`src/rtl/gpio_pkg.sv`:
```
package gpio_pkg;
  typedef enum logic [2:0] {
    GRP_LEVEL = 3'd0,
    GRP_DIR   = 3'd1,
    GRP_SET   = 3'd2,
    GRP_CLR   = 3'd3,
    GRP_RISE  = 3'd4,
    GRP_FALL  = 3'd5,
    GRP_STAT  = 3'd6,
    GRP_NONE  = 3'd7
  } grp_e;

  typedef struct packed {
    logic wr;
    grp_e grp;
  } bank_cmd_t;
endpackage

```
`src/rtl/gpio_sync.sv`:
```
module gpio_sync #(
  parameter int unsigned W = 32
) (
  input  logic         clk_i,
  input  logic         rst_ni,
  input  logic [W-1:0] pin_i,
  output logic [W-1:0] lvl_o,
  output logic [W-1:0] prev_o
);
  logic [W-1:0] s1_q, s2_q, s3_q;

  always_ff @(posedge clk_i or negedge rst_ni) begin
    if (!rst_ni) begin
      s1_q <= '0;
      s2_q <= '0;
      s3_q <= '0;
    end else begin
      s1_q <= pin_i;
      s2_q <= s1_q;
      s3_q <= s2_q;
    end
  end

  assign lvl_o  = s2_q;
  assign prev_o = s3_q;
endmodule

```
`src/rtl/gpio_edge.sv`:
```
module gpio_edge #(
  parameter int unsigned W = 32
) (
  input  logic         clk_i,
  input  logic         rst_ni,
  input  logic [W-1:0] lvl_i,
  input  logic [W-1:0] prev_i,
  input  logic [W-1:0] rise_en_i,
  input  logic [W-1:0] fall_en_i,
  input  logic [W-1:0] clr_i,
  output logic [W-1:0] stat_o
);
  logic [W-1:0] stat_q, hit;

  always_comb begin
    for (int i = 0; i < int'(W); i++) begin
      hit[i] = (rise_en_i[i] & lvl_i[i] & ~prev_i[i]) |
               (fall_en_i[i] & ~lvl_i[i] & prev_i[i]);
    end
  end

  // new edge dominates a same-cycle clear
  always_ff @(posedge clk_i or negedge rst_ni) begin
    if (!rst_ni) stat_q <= '0;
    else         stat_q <= (stat_q & ~clr_i) | hit;
  end

  assign stat_o = stat_q;
endmodule

```
`src/rtl/gpio_bank.sv`:
```
module gpio_bank
  import gpio_pkg::*;
#(
  parameter int unsigned W = 32
) (
  input  logic         clk_i,
  input  logic         rst_ni,
  input  bank_cmd_t    cmd_i,
  input  logic [W-1:0] wdata_i,
  input  logic [W-1:0] pin_i,
  output logic [W-1:0] pin_o,
  output logic [W-1:0] oe_o,
  output logic [W-1:0] stat_o,
  output logic [W-1:0] rdata_o
);
  logic [W-1:0] dir_q, out_q, rise_q, fall_q;
  logic [W-1:0] lvl, prev, clr, stat;

  always_ff @(posedge clk_i or negedge rst_ni) begin
    if (!rst_ni) begin
      dir_q  <= '0;
      rise_q <= '0;
      fall_q <= '0;
    end else if (cmd_i.wr) begin
      case (cmd_i.grp)
        GRP_DIR:  dir_q  <= wdata_i;
        GRP_RISE: rise_q <= wdata_i;
        GRP_FALL: fall_q <= wdata_i;
        default:  ;
      endcase
    end
  end

  always_ff @(posedge clk_i or negedge rst_ni) begin
    if (!rst_ni) begin
      out_q <= '0;
    end else if (cmd_i.wr && cmd_i.grp == GRP_SET) begin
      out_q <= out_q | wdata_i;
    end else if (cmd_i.wr && cmd_i.grp == GRP_CLR) begin
      out_q <= out_q & ~wdata_i;
    end
  end

  assign clr = (cmd_i.wr && cmd_i.grp == GRP_STAT) ? wdata_i : '0;

  gpio_sync #(.W(W)) i_sync (
    .clk_i  (clk_i),
    .rst_ni (rst_ni),
    .pin_i  (pin_i),
    .lvl_o  (lvl),
    .prev_o (prev)
  );

  gpio_edge #(.W(W)) i_edge (
    .clk_i     (clk_i),
    .rst_ni    (rst_ni),
    .lvl_i     (lvl),
    .prev_i    (prev),
    .rise_en_i (rise_q),
    .fall_en_i (fall_q),
    .clr_i     (clr),
    .stat_o    (stat)
  );

  always_comb begin
    case (cmd_i.grp)
      GRP_LEVEL: rdata_o = lvl;
      GRP_DIR:   rdata_o = dir_q;
      GRP_RISE:  rdata_o = rise_q;
      GRP_FALL:  rdata_o = fall_q;
      GRP_STAT:  rdata_o = stat;
      default:   rdata_o = '0;
    endcase
  end

  assign pin_o  = out_q;
  assign oe_o   = dir_q;
  assign stat_o = stat;
endmodule

```
`src/rtl/gpio_ctrl.sv`:
```
module gpio_ctrl
  import gpio_pkg::*;
#(
  parameter int unsigned NUM_PINS  = 64,
  parameter int unsigned BANK_W    = 32,
  localparam int unsigned NUM_BANKS = NUM_PINS / BANK_W,
  localparam int unsigned BSEL_W    = (NUM_BANKS > 1) ? $clog2(NUM_BANKS) : 1,
  localparam int unsigned ADDR_W    = BSEL_W + 5
) (
  input  logic                clk_i,
  input  logic                rst_ni,
  input  logic [ADDR_W-1:0]   addr_i,
  input  logic                we_i,
  input  logic [BANK_W-1:0]   wdata_i,
  input  logic                re_i,
  output logic [BANK_W-1:0]   rdata_o,
  input  logic [NUM_PINS-1:0] pin_i,
  output logic [NUM_PINS-1:0] pin_o,
  output logic [NUM_PINS-1:0] pin_oe_o,
  output logic                irq_o
);
  logic              aligned;
  logic [BSEL_W-1:0] bank_sel;
  grp_e              grp;
  logic [NUM_PINS-1:0] edge_stat;
  logic [BANK_W-1:0] bank_rdata [NUM_BANKS];
  logic [BANK_W-1:0] rdata_q, rdata_d;

  assign aligned  = (addr_i[1:0] == 2'b00);
  assign bank_sel = addr_i[BSEL_W+1:2];
  assign grp      = grp_e'(addr_i[ADDR_W-1:ADDR_W-3]);

  for (genvar b = 0; b < int'(NUM_BANKS); b++) begin : g_bank
    bank_cmd_t cmd;
    always_comb begin
      cmd.grp = grp;
      cmd.wr  = we_i && aligned && (bank_sel == BSEL_W'(b));
    end

    gpio_bank #(.W(BANK_W)) i_bank (
      .clk_i   (clk_i),
      .rst_ni  (rst_ni),
      .cmd_i   (cmd),
      .wdata_i (wdata_i),
      .pin_i   (pin_i[b*BANK_W +: BANK_W]),
      .pin_o   (pin_o[b*BANK_W +: BANK_W]),
      .oe_o    (pin_oe_o[b*BANK_W +: BANK_W]),
      .stat_o  (edge_stat[b*BANK_W +: BANK_W]),
      .rdata_o (bank_rdata[b])
    );
  end

  always_comb begin
    rdata_d = '0;
    for (int b = 0; b < int'(NUM_BANKS); b++) begin
      if (aligned && bank_sel == BSEL_W'(b)) rdata_d = bank_rdata[b];
    end
  end

  always_ff @(posedge clk_i or negedge rst_ni) begin
    if (!rst_ni)   rdata_q <= '0;
    else if (re_i) rdata_q <= rdata_d;
  end

  assign rdata_o = rdata_q;
  assign irq_o   = |edge_stat;
endmodule

```
`config.mk`:
```
export PLATFORM = sky130hd
export DESIGN_NAME = gpio_ctrl
export DESIGN_NICKNAME = d
export VERILOG_FILES = /design/src/rtl/gpio_pkg.sv /design/src/rtl/gpio_sync.sv /design/src/rtl/gpio_edge.sv /design/src/rtl/gpio_bank.sv /design/src/rtl/gpio_ctrl.sv
export SDC_FILE = /design/constraint.sdc
export NUM_CORES = 1
export LEC_CHECK = 0
export ABC_CLOCK_PERIOD_IN_PS = 1500
export BUFFER_PORTS_ARGS = -buffer_cell sky130_fd_sc_hd__buf_2
export CORE_UTILIZATION = 58
export CTS_CLUSTER_DIAMETER = 120
export DETAILED_ROUTE_END_ITERATION = 12
export GPL_TIMING_DRIVEN = 0
export PLACE_DENSITY_LB_ADDON = 0.3
export REMOVE_ABC_BUFFERS = 1
export SYNTH_ARGS = -nofsm -noshare
export SYNTH_HDL_FRONTEND = slang
export SYNTH_SLANG_ARGS = --single-unit
```
`constraint.sdc`:
```
create_clock -name clk_i -period 1.5 [get_ports clk_i]
set_input_delay 0.15 -clock clk_i [delete_from_list [all_inputs] [get_ports clk_i]]
set_output_delay 0.15 -clock clk_i [all_outputs]
set_load 0.005 [all_outputs]
```
==> flow_metrics.env <==
export IMPL_status="finished, violations left"
export IMPL_violations="negative hold slack, negative setup slack"
export IMPL_placed_cells=2477
export IMPL_portBuffers=266
export IMPL_die_h_um=199.4
export IMPL_core_um2=38020
export IMPL_tns_ns=-1.037
export IMPL_synthArstFlopShare_pct=100.0
export IMPL_endpoint_kind="output pin"
export IMPL_ir_drop_mv=1.027
export IMPL_drtAntennaViolNets=0
export IMPL_grt_max_degree=124
export IMPL_final_cell_mix="543 x dfrtp_1, 259 x buf_2, 257 x nand2_1"
export IMPL_drtIter0Drc=1060
export IMPL_slowest_delay_ns=0.58
export IMPL_critical_path_class="reg -> out"
export IMPL_area_growth_pct=24.26
export IMPL_wl_per_cell_um=24.32
export IMPL_ctsRootBufferMaster="clkbuf_16"
export IMPL_layout_cells_most_common="dfrtp_1"
export IMPL_gp_congestion=0.7811
export IMPL_drt_total_wl_um=65890
export IMPL_report_final_slew_viol_count=0
export IMPL_rows=71
export IMPL_path_buf_inv=1
export IMPL_finalHoldViolations=104
export IMPL_cts_hold_buf=98
export IMPL_grt_pass1_wl_um=99570
export IMPL_start_kind="flop"
export IMPL_dp_hpwl_um=36470
export IMPL_ys_seq_area_share_pct=60.24
export IMPL_yosys_cell_types_count=48
export IMPL_hp_class="in -> async"
export IMPL_cts_buffers=55
export IMPL_ios=267
export IMPL_vias=16550
export IMPL_critPathMaxFanout=3
export IMPL_die_x_um=199.4
export IMPL_drtPass1Iterations=7
export IMPL_max_slew_worst_pin_slew_ns=0.7039
export IMPL_grt_pass1_vias=17140
export IMPL_period_share_pct=165.7
export IMPL_htree_levels=2
export IMPL_dp_slack_ns=-2.214
export IMPL_dieArea_um2=39760
export IMPL_nNetsFinal=2259
export IMPL_arrival_ns=2.34
export IMPL_timing_hold_ws_ns=-0.5169
export IMPL_maxCapViolations=0
export IMPL_max_freq_mhz=402.3
export IMPL_cts_tree="built"
export IMPL_path_clk_slew_ns=0.06
export IMPL_grt_remaining_overflow=0
export IMPL_synth_warnings=0
export IMPL_synthFlopType="dfrtp_1"
export IMPL_finClkSkew_ns=0.01208
export IMPL_synth_edf_count=0
export IMPL_grt_use_total_pct=33.75
export IMPL_start_util_pct=59.44
export IMPL_required_ns=1.35
export IMPL_antenna_found_initial=2
export IMPL_path_delay_family="simple AND/OR/NAND/NOR gates"
export IMPL_finalWorstSetupSlack_ns=-0.9860
export IMPL_layout_cells_non_filler=2709
export IMPL_syn_cell_area_um2=22600
export IMPL_slowest_stage="or4_4"
export IMPL_avgSynthCellArea_um2=12.47
export IMPL_fin_crit_ns=2.486
export IMPL_drive_gt1_share_pct=31.41
export IMPL_leakagePower_uw=0.01310
export IMPL_via_per_inst=6.110
export IMPL_syn_inst=1812
export IMPL_total_power_uw=36710
export IMPL_clockBufferDepth=3
export IMPL_clock_latency_ns=0.60
export IMPL_setup_violations=4
export IMPL_grt_setup_unrepaired="true"
export IMPL_synth_seq_cells=544
export IMPL_cts_sinks=544
export IMPL_worstPathCellList="nor4_4 > nand4_1 > or4_4 > buf_6"
export IMPL_maxSlewHeadroom_pct=52.92
export IMPL_p_per_area_nw_per_um2=1307
export IMPL_drcViolationCount=0
-- stage by stage --
| step | hold slack [ns] | util, % | cell area, um^2 |
|---|---|---|---|
| after floorplan | -0.1456 | - | 21920 |
| after global placement | 0.2581 | 62.82 | 23890 |
| after detailed placement | 0.2238 | 64.29 | 24440 |
| after CTS | -0.4210 | 73.32 | 27880 |
| after global routing | -0.4857 | 73.86 | 28080 |
| final | -0.5169 | 73.86 | 28080 |
-- power breakdown --
group,internal [uW],leakage (uW),switching [uW]
sequential,16400,0.00670,1580
combinational,2450,0.00549,2180
clock,8430,0.000909,5680
total,27300,0.0131,9440
-- cell usage after synthesis (4+ instances only) --
cell type	instances	area, um^2
a21oi_1	31	155.2
o21ai_0	61	305.3
mux2i_1	111	1111
nand2_1	261	979.7
nand4_1	4	25.02
nand3_1	14	70.07
nor2b_1	16	100.1
mux2_1	15	168.9
nor4b_1	16	140.1
o22ai_1	64	400.4
a2111oi_0	16	140.1
a211oi_1	32	240.2
mux2_2	220	2477
o32ai_1	15	131.4
nand3b_1	31	232.7
inv_1	17	63.81
buf_4	12	90.09
buf_2	51	255.2
a22o_1	16	140.1
buf_6	9	101.4
clkbuf_1	61	229.0
nor4_1	16	100.1
dfrtp_1	544	13610
nor2_1	51	191.4
nor3_1	16	80.08
a21o_1	64	480.5
mux2_4	21	315.3
-- worst paths after layout --
check                      slack [ns]  cells after the start                                    startpoint                                            to
setup / recovery                -0.99                      4  g_bank[0].i_bank.i_edge.stat_o[11]$_DFF_PN0_                                         irq_o
hold / removal                  -0.52                      1                                        rst_ni    g_bank[0].i_bank.i_sync.s1_q[24]$_DFF_PN0_
setup reg to reg                -0.04                      4   g_bank[0].i_bank.i_edge.stat_o[0]$_DFF_PN0_                        rdata_o[0]$_DFFE_PN0P_
hold reg to reg                  0.35                      0    g_bank[1].i_bank.i_sync.s1_q[24]$_DFF_PN0_   g_bank[1].i_bank.i_sync.lvl_o[24]$_DFF_PN0_
max in group asynchronous        0.40                      3                                        rst_ni  g_bank[0].i_bank.i_edge.stat_o[11]$_DFF_PN0_
min in group clk_i               0.11                      3                                     addr_i[2]                       rdata_o[25]$_DFFE_PN0P_
-- cell type report --
cell class / count / area [um^2]
Fill cell: 2442 / 9940
Tap cell: 511 / 639.4
Multi-Input combinational cell: 1116 / 8504
Inverter: 18 / 72.57
Timing Repair Buffer: 418 / 3382
Sequential cell: 544 / 13610
Clock inverter: 20 / 260.3
Antenna cell: 1 / 2.502
Clock buffer: 81 / 1607
-- repair_timing --
item                                    4_1_cts  5_1_grt
endpoints found under the setup margin      353      182
setup buffers                                17        9
hold endpoints to repair                    486       92
cloned                                        5        1
pin swaps                                    12       12
resized for setup                            50       18
-- cell families (layout without fill, tap and decap cells) --
logic type             after synthesis  count (layout)  synth area share (%)
DFF                                544             544                 60.24
and+or+nand+nor                    440             441                 9.191
muxes                              367             367                 18.02
AOI/OAI and AO/OA                  308             308                 9.229
buffers and inverters              153             537                 3.322
other                                0               1                     0
-- metal layers --
layer	track usage (%)	vias up	part of all wire, %
li1	-	7146	-
met1	43.31	8484	40
met2	54.48	738	48
met3	6.633	183	7.3
met4	17.84	2	4.5
met5	0	-	0.018
(Power assumes the default switching activity.)
